File: src/rtl/bank_alert_pkg.sv
// Package: shared defaults and helpers for the per-bank alert register.
// Assumes: nothing beyond standard integer arithmetic.
package bank_alert_pkg;

    localparam int unsigned BANKS_DEFAULT = 16;
    localparam int unsigned OR_FANIN_DEFAULT = 4;

    // Number of fan-in groups needed to cover n inputs.
    function automatic int unsigned group_count(input int unsigned n, input int unsigned fanin);
        return (n + fanin - 1) / fanin;
    endfunction

endpackage

File: src/rtl/bank_alert_cell.sv
// Module: bank_alert_cell
// Holds one bank's alert bit. A flag sets it. A clear drops it, but a flag
// in the same cycle wins. Assumes clr is asserted only when the bit's
// value is being reported, so clearing the bit equals clearing what was reported.
module bank_alert_cell (
    input  logic clk,
    input  logic rst_n,
    input  logic hit,
    input  logic clr,
    output logic flag
);

    logic flag_q;

    // Update the bit: reset first, then set-over-clear priority.
    always_ff @(posedge clk) begin
        if (!rst_n)
            flag_q <= 1'b0;
        else if (hit)
            flag_q <= 1'b1;
        else if (clr)
            flag_q <= 1'b0;
    end

    assign flag = flag_q;

endmodule

File: src/rtl/alert_or_tree.sv
// Module: alert_or_tree
// Reduces N bits to one through a two-level OR of FANIN-wide groups,
// then registers the result. Assumes FANIN >= 1.
module alert_or_tree
    import bank_alert_pkg::*;
#(
    parameter int unsigned N     = BANKS_DEFAULT,
    parameter int unsigned FANIN = OR_FANIN_DEFAULT
) (
    input  logic         clk,
    input  logic         rst_n,
    input  logic [N-1:0] bits,
    output logic         any_q
);

    localparam int unsigned GROUPS = group_count(N, FANIN);
    localparam int unsigned PADDED = GROUPS * FANIN;

    logic [PADDED-1:0] padded;
    logic [GROUPS-1:0] group_or;
    logic              any_comb;

    generate
        if (PADDED > N) begin : g_pad
            assign padded = {{(PADDED - N){1'b0}}, bits};
        end else begin : g_nopad
            assign padded = bits;
        end

        for (genvar g = 0; g < GROUPS; g++) begin : g_grp
            assign group_or[g] = |padded[g*FANIN +: FANIN];
        end
    endgenerate

    assign any_comb = |group_or;

    // Register the reduced alert so the output leaves the block from a flop.
    always_ff @(posedge clk) begin
        if (!rst_n)
            any_q <= 1'b0;
        else
            any_q <= any_comb;
    end

endmodule

File: src/rtl/mask_response.sv
// Module: mask_response
// On a request, captures the alert vector into the response register for
// one clock with a valid strobe. Data reads zero while valid is low.
// Assumes bits is the register contents before the clearing edge.
module mask_response #(
    parameter int unsigned N = 16
) (
    input  logic         clk,
    input  logic         rst_n,
    input  logic         req,
    input  logic [N-1:0] bits,
    output logic         vld,
    output logic [N-1:0] data
);

    // Load or zero the response each clock, qualified by the request.
    always_ff @(posedge clk) begin
        if (!rst_n) begin
            vld  <= 1'b0;
            data <= '0;
        end else if (req) begin
            vld  <= 1'b1;
            data <= bits;
        end else begin
            vld  <= 1'b0;
            data <= '0;
        end
    end

endmodule

File: src/rtl/bank_alert_reg.sv
// Module: bank_alert_reg (top)
// Collects per-bank attack flags into a vector. Raises a back-off alert
// while any bit is set. Returns and clears the vector on a mask request.
// Assumes hit_pulse and mask_req are synchronous to clk.
module bank_alert_reg
    import bank_alert_pkg::*;
#(
    parameter int unsigned NUM_BANKS = BANKS_DEFAULT,
    parameter int unsigned OR_FANIN  = OR_FANIN_DEFAULT
) (
    input  logic                 clk,
    input  logic                 rst_n,
    input  logic [NUM_BANKS-1:0] hit_pulse,
    input  logic                 mask_req,
    output logic                 alert,
    output logic                 resp_vld,
    output logic [NUM_BANKS-1:0] resp_data
);

    logic [NUM_BANKS-1:0] alert_bits;

    generate
        for (genvar b = 0; b < NUM_BANKS; b++) begin : g_bank
            bank_alert_cell u_cell (
                .clk  (clk),
                .rst_n(rst_n),
                .hit  (hit_pulse[b]),
                .clr  (mask_req),
                .flag (alert_bits[b])
            );
        end
    endgenerate

    alert_or_tree #(
        .N    (NUM_BANKS),
        .FANIN(OR_FANIN)
    ) u_or (
        .clk  (clk),
        .rst_n(rst_n),
        .bits (alert_bits),
        .any_q(alert)
    );

    mask_response #(
        .N(NUM_BANKS)
    ) u_resp (
        .clk  (clk),
        .rst_n(rst_n),
        .req  (mask_req),
        .bits (alert_bits),
        .vld  (resp_vld),
        .data (resp_data)
    );

endmodule

File: config.mk
export PLATFORM = sky130hd
export DESIGN_NAME = bank_alert_reg
export DESIGN_NICKNAME = d
export VERILOG_FILES = /design/src/rtl/bank_alert_pkg.sv /design/src/rtl/bank_alert_cell.sv /design/src/rtl/alert_or_tree.sv /design/src/rtl/mask_response.sv /design/src/rtl/bank_alert_reg.sv
export SDC_FILE = /design/constraint.sdc
export NUM_CORES = 1
export LEC_CHECK = 0
export BUFFER_PORTS_ARGS = -buffer_cell sky130_fd_sc_hd__clkbuf_2
export CAP_MARGIN = 10
export CORE_AREA = 2 2 61 52
export CTS_BUF_LIST = sky130_fd_sc_hd__clkbuf_4 sky130_fd_sc_hd__clkbuf_8 sky130_fd_sc_hd__clkbuf_16
export CTS_CLUSTER_SIZE = 40
export DETAILED_ROUTE_END_ITERATION = 12
export DIE_AREA = 0 0 63 54
export HOLD_SLACK_MARGIN = 0.03
export PLACE_DENSITY = 0.69
export SLEW_MARGIN = 25
export SYNTH_ARGS = -nofsm -noshare
export SYNTH_HDL_FRONTEND = slang
export SYNTH_HIERARCHICAL = 1
export SYNTH_SLANG_ARGS = --single-unit
File: constraint.sdc
create_clock -name clk -period 2.2 [get_ports clk]
set_clock_uncertainty 0.1 [all_clocks]
set_input_delay 0.44 -clock clk [delete_from_list [all_inputs] [get_ports clk]]
set_output_delay 0.44 -clock clk [all_outputs]
set_load 0.01 [all_outputs]
==> results.ini, run 1 <==
[status]
status = completed

[cells_and_area]
nFillCells = 277
stdcell_count = 174
drive_gt1_frac = 0.515
ff_latch_area_um2 = 681
finalNetCount = 152
multi_input_area_um2 = 490
syn2layout_area_growth_pct = 26.0
antenna_cells = 0

[clock_network]
post_cts_resized = 0
cts_tree = done
clk_latency_ns = 0.33
cts-root-buf = clkbuf_4
numCtsBuffers = 5
clockBufferDepth = 2
ctsHoldBuffers = 0
cts_setup_buffers = 0
clkTransAtPathRegs_ns = 0.10
htree_levels = 2
clock-sinks = 34

[floorplan]
start_util = 0.417
dieArea_um2 = 3400
core_um2 = 2860
die_w_um = 63
die_h_um = 54
fp-row-count = 18
ios = 37

[detailed_routing]
antenna_left = 0
drt_pass1_iterations = 3
drtIter0Drc = 5
drcViolationCount = 0
num_vias = 779
routedWlPerCell_um = 11.0
routed_wl_um = 1910
vias_per_cell = 4.48

[worst_setup_path]
cp-start-kind = register
critPathSlowestCell = dfxtp_1
setup.worst_path.end = alert
crit_start = u_or/any_q$_SDFF_PN0_
reg2reg_depth = 2
path_class = register to output pin
critPathBufInv = 1
critical_path_required_ns = 1.66
crit_family = flip-flops
crit-reg2reg-launch = g_bank[4].u_cell/flag$_SDFFE_PN0P_
arrival_ns = 0.81
slowest_delay_ns = 0.35
worstReg2RegEnd = u_or/any_q$_SDFF_PN0_
r2r_slack_ns = 1.14
crit_path_cell_trace = clkbuf_2
crit_path_end_kind = output pin
cp.depth = 1
worstPathMaxFanout = 1

[sta]
fin_ws_ns = 0.853
setup_tns_ns = 0
hold_viol_final = 0
relSlewSlack = 0.633
period_share = 0.612
finalSetupViolations = 0
rsz0062_at_grt = no
slew_violations = 0
period_needed_ns = 1.35
worst_pin_slew_ns = 0.551
max_freq_mhz = 743
whs_ns = 0.214

[place]
io_buffers = 36
dp_cells = 166
gp_congestion = 0.645
post-place-ws_ns = 0.849

[worst_hold_path]
min_path_type = input port to register

[synth]
ys.flop_type = dfxtp_1
yosys.area.top_type = dfxtp_1
syn_area_um2 = 1190
syn_inst = 91
synth_warnings = 6
synth_async_sr_flop_share = 0
yosysMostFrequentCell = dfxtp_1
synthTopCellsByCount = 34 x dfxtp_1, 16 x nor2b_4, 16 x o21a_1
syn_avg_cell_area_um2 = 13.1
synth_top_cell_area_share = 0.570
synthDistinctLibCells = 11
yosys_register_bits = 34
synth_edf_count = 0
yosys-top-cells-area = dfxtp_1 57%, nor2b_4 18%, o21a_1 10%, and3_1 4.7%, and3_2 4.4%
ys_seq_area_frac = 0.570
syn-num-nets = 110

[global_routing]
overflow = 0
grt_max_degree = 35
grt_usage = 0.127
grt_pass1_wl_um = 3060
antenna_found_initial = 0
grt_pass1_vias = 705

[power_and_ir_drop]
irDropWorstVdd_uv = 432
p_per_area_nw_per_um2 = 791
p_leak_nw = 0.715

[flow_run]
drv_cap = 0

[cell type report]
class	instances	area share
flip-flops and latches	34	0.453
inverters	1	0.00250
clock buffers	8	0.0524
repair buffers	37	0.133
multi-input cells	54	0.326
well taps	40	0.0333
[per-stage QoR]
| stage | total power [mW] | instance area, um2 | util |
|---|---|---|---|
| finish | 1.19 | 1500 | 0.526 |
| CTS | 1.21 | 1500 | 0.526 |
| detailed placement | 0.792 | 1430 | 0.498 |
| global route | 1.25 | 1500 | 0.526 |
| global placement | 0.788 | 1430 | 0.498 |
| floorplan | 0.736 | 1190 | - |
[worst min path at each step]
stage / start / endpoint / slack, ns / depth (start not counted)
CTS: hit_pulse[13] / g_bank[13].u_cell/flag$_SDFFE_PN0P_ / 0.20 / 2
detailed placement: g_bank[8].u_cell/flag$_SDFFE_PN0P_ / u_resp/data[8]$_SDFF_PN0_ / 0.41 / 1
floorplan: g_bank[11].u_cell/flag$_SDFFE_PN0P_ / u_resp/data[11]$_SDFF_PN0_ / 0.39 / 1
global route: hit_pulse[4] / g_bank[4].u_cell/flag$_SDFFE_PN0P_ / 0.19 / 2
global placement: g_bank[10].u_cell/flag$_SDFFE_PN0P_ / u_resp/data[10]$_SDFF_PN0_ / 0.40 / 1
finish: hit_pulse[4] / g_bank[4].u_cell/flag$_SDFFE_PN0P_ / 0.21 / 2
[logic make-up after synthesis]
family	Yosys count	synth area share
AO/OA/AOI/OAI	17	0.108
buffers and inverters	3	0.0189
flip-flops	34	0.570
AND/OR/NAND/NOR	37	0.303
[per-layer routing]
metal  GRT usage  up-vias  routed length, um
met5           0        -                  0
met4      0.0889        0                 53
met3      0.0753        7                175
met2       0.202       27                862
met1       0.128      345                814
li1            -      400                  -
[sequential cells by signal, indices dropped and copies added, names as in the netlist]
register,count
u_resp/data,16
u_or/any_q,1
u_resp/vld,1
g_bank.u_cell/flag,16
[layout by cell type, fill, tap and decap left out, types with 3 or more instances in the layout]
master / n
and3_1: 9
nor4_1: 4
clkbuf_4: 5
o21a_1: 16
clkbuf_2: 36
and3_2: 7
dfxtp_1: 34
nor2b_4: 16
clkbuf_8: 3
[where the power goes]
group | switching, mW | leakage, nW | internal [mW]
registers | 0.0160 | 0.281 | 0.646
clock network | 0.196 | 0.0446 | 0.218
logic | 0.0481 | 0.390 | 0.0656
total | 0.260 | 0.715 | 0.930
Note: power is estimated with default switching activity, not from simulation.
==> run 2: changes to the inputs <==
Settings changed: ABC_AREA set to 1, CORE_AREA 2 2 61 52 to 2 2 63 53, DIE_AREA 0 0 63 54 to 0 0 65 55, PLACE_DENSITY 0.69 to 0.72.
Clock period 2.2 ns to 1.1 ns, I/O delays scaled along.
==> results.ini, run 2 <==
[clock_network]
cts_setup_buffers = 0
numCtsBuffers = 5
cts-root-buf = clkbuf_8
cts_tree = done
ctsHoldBuffers = 0
clock-sinks = 34
clk_latency_ns = 0.28
htree_levels = 2
post_cts_resized = 0
clockBufferDepth = 2
clkTransAtPathRegs_ns = 0.06

[worst_setup_path]
reg2reg_depth = 4
crit-reg2reg-launch = g_bank[9].u_cell/flag$_SDFFE_PN0P_
crit_path_end_kind = output pin
crit_family = flip-flops
path_class = register to output pin
worstPathMaxFanout = 1
critical_path_required_ns = 0.78
worstReg2RegEnd = u_or/any_q$_SDFF_PN0_
critPathSlowestCell = dfxtp_1
critPathBufInv = 1
arrival_ns = 0.73
r2r_slack_ns = 0.22
slowest_delay_ns = 0.33
cp-start-kind = register
crit_path_cell_trace = clkbuf_2

[power_and_ir_drop]
switchingPower_mw = 0.574
power_frac_comb = 0.104
p_per_area_nw_per_um2 = 1500
p_clk_frac = 0.358
seq_power_share = 0.538
intPower_mw = 1.89
irDropWorstVdd_uv = 687
p_leak_nw = 0.933
sw_frac_of_total = 0.233

[place]
gp_congestion = 0.687
io_buffers = 36
dp_hpwl_um = 1610
post_dp_cell_area_um2 = 1560

[floorplan]
die_w_um = 65
ios = 37
fp-row-count = 18
die_h_um = 55
core_um2 = 2950
start_util = 0.438
dieArea_um2 = 3580

[sta]
finalSetupViolations = 0
max_freq_mhz = 948
relSlewSlack = 0.905
worst_pin_slew_ns = 0.142
setup_tns_ns = 0
period_needed_ns = 1.05
slew_violations = 0
period_share = 0.959
rsz0062_at_grt = no
hold_viol_final = 0

[cells_and_area]
syn2layout_area_growth_pct = 27.3
final_common_cell = inv_1
finalNetCount = 231
final_cell_mix = 66 x inv_1, 36 x clkbuf_2, 34 x dfxtp_1
antenna_cells = 0
drive_gt1_frac = 0.349
final_area_um2 = 1640

[detailed_routing]
drcViolationCount = 0
vias_per_cell = 3.84
m1WireLength_um = 1030
drt_pass1_iterations = 4
num_vias = 967
wl_met2_um = 929
antenna_left = 0
routedWlPerCell_um = 8.54
dr_wl_met3_um = 146
highest_layer = met4
drtIter0Drc = 17
routed_wl_um = 2150

[synth]
synth_edf_count = 0
yosys-top-cells-area = dfxtp_1 53%, inv_1 19%, a21oi_2 11%, nand2_1 5.8%, nor2_1 4.9%
syn-num-nets = 184
synthDistinctLibCells = 10
yosysMostFrequentCell = inv_1
yosys_register_bits = 34
syn_area_um2 = 1290
ys.flop_type = dfxtp_1
synth_warnings = 6
synthTopCellsByCount = 66 x inv_1, 34 x dfxtp_1, 20 x nand2_1
ys_seq_area_frac = 0.527
syn_avg_cell_area_um2 = 7.83
yosys.area.top_type = dfxtp_1
syn_inst = 165
synth_top_cell_area_share = 0.527
synth_async_sr_flop_share = 0

[global_routing]
grt_max_degree = 14
overflow = 0
antenna_found_initial = 0
grt_pass1_vias = 849
grt_usage = 0.142
grt_pass1_wl_um = 3620

[worst_hold_path]
hold_depth = 3
min_from = hit_pulse[2]
holdPathEnd = g_bank[2].u_cell/flag$_SDFFE_PN0P_
min_path_type = input port to register

[status]
status = completed

[flow_run]
drv_cap = 0

-- run 2: kinds of logic (layout without fill, tap and decap cells) --
| logic type | count (synthesis) | in the layout | synth area share |
|---|---|---|---|
| AO/OA/AOI/OAI | 17 | 17 | 0.112 |
| buffers and inverters | 67 | 114 | 0.201 |
| flip-flops | 34 | 34 | 0.527 |
| AND/OR/NAND/NOR | 47 | 47 | 0.160 |
-- run 2: worst max path at each step --
stage,start,slack [ns],to,cells past startpoint
2_1_floorplan,g_bank[5].u_cell/flag$_SDFFE_PN0P_,0.30,u_or/any_q$_SDFF_PN0_,4
6_report,u_or/any_q$_SDFF_PN0_,0.05,alert,1
3_5_place_dp,rst_n,0.20,u_resp/vld$_SDFF_PN0_,4
4_1_cts,u_or/any_q$_SDFF_PN0_,0.03,alert,1
3_3_place_gp,mask_req,0.21,g_bank[11].u_cell/flag$_SDFFE_PN0P_,5
5_1_grt,u_or/any_q$_SDFF_PN0_,0.001,alert,1
-- run 2: layout make-up --
class | count | area (um2)
Clock buffer | 7 | 83.8
Fill cell | 277 | 1310
Inverter | 66 | 248
Multi-Input combinational cell | 64 | 352
Sequential cell | 34 | 681
Tap cell | 40 | 50.0
Timing Repair Buffer | 41 | 230
-- run 2: power groups by stage --
stage	combinational [mW]	clock, mW	sequential, mW
2_1_floorplan	0.143	0	1.36
3_3_place_gp	0.254	0	1.35
3_5_place_dp	0.258	0	1.35
4_1_cts	0.260	0.920	1.33
5_1_grt	0.294	0.968	1.33
6_report	0.256	0.882	1.33
-- run 2: layer usage --
| layer | track usage | vias up |
|---|---|---|
| li1 | - | 541 |
| met1 | 0.173 | 394 |
| met2 | 0.213 | 26 |
| met3 | 0.0607 | 6 |
| met4 | 0.0851 | 0 |
| met5 | 0 | - |
-- run 2: metrics by stage --
| step | std cells | hold slack [ns] | util | power (mW) | setup slack, ns |
|---|---|---|---|---|---|
| 3_5_place_dp | 245 | 0.338 | 0.529 | 1.61 | 0.196 |
| 6_report | 252 | 0.0560 | 0.557 | 2.46 | 0.0453 |
| 2_1_floorplan | 165 | 0.229 | - | 1.50 | 0.301 |
| 5_1_grt | 252 | 0.0573 | 0.557 | 2.60 | 0.00101 |
| 4_1_cts | 252 | 0.0458 | 0.557 | 2.51 | 0.0292 |
| 3_3_place_gp | 245 | 0.333 | 0.529 | 1.61 | 0.206 |
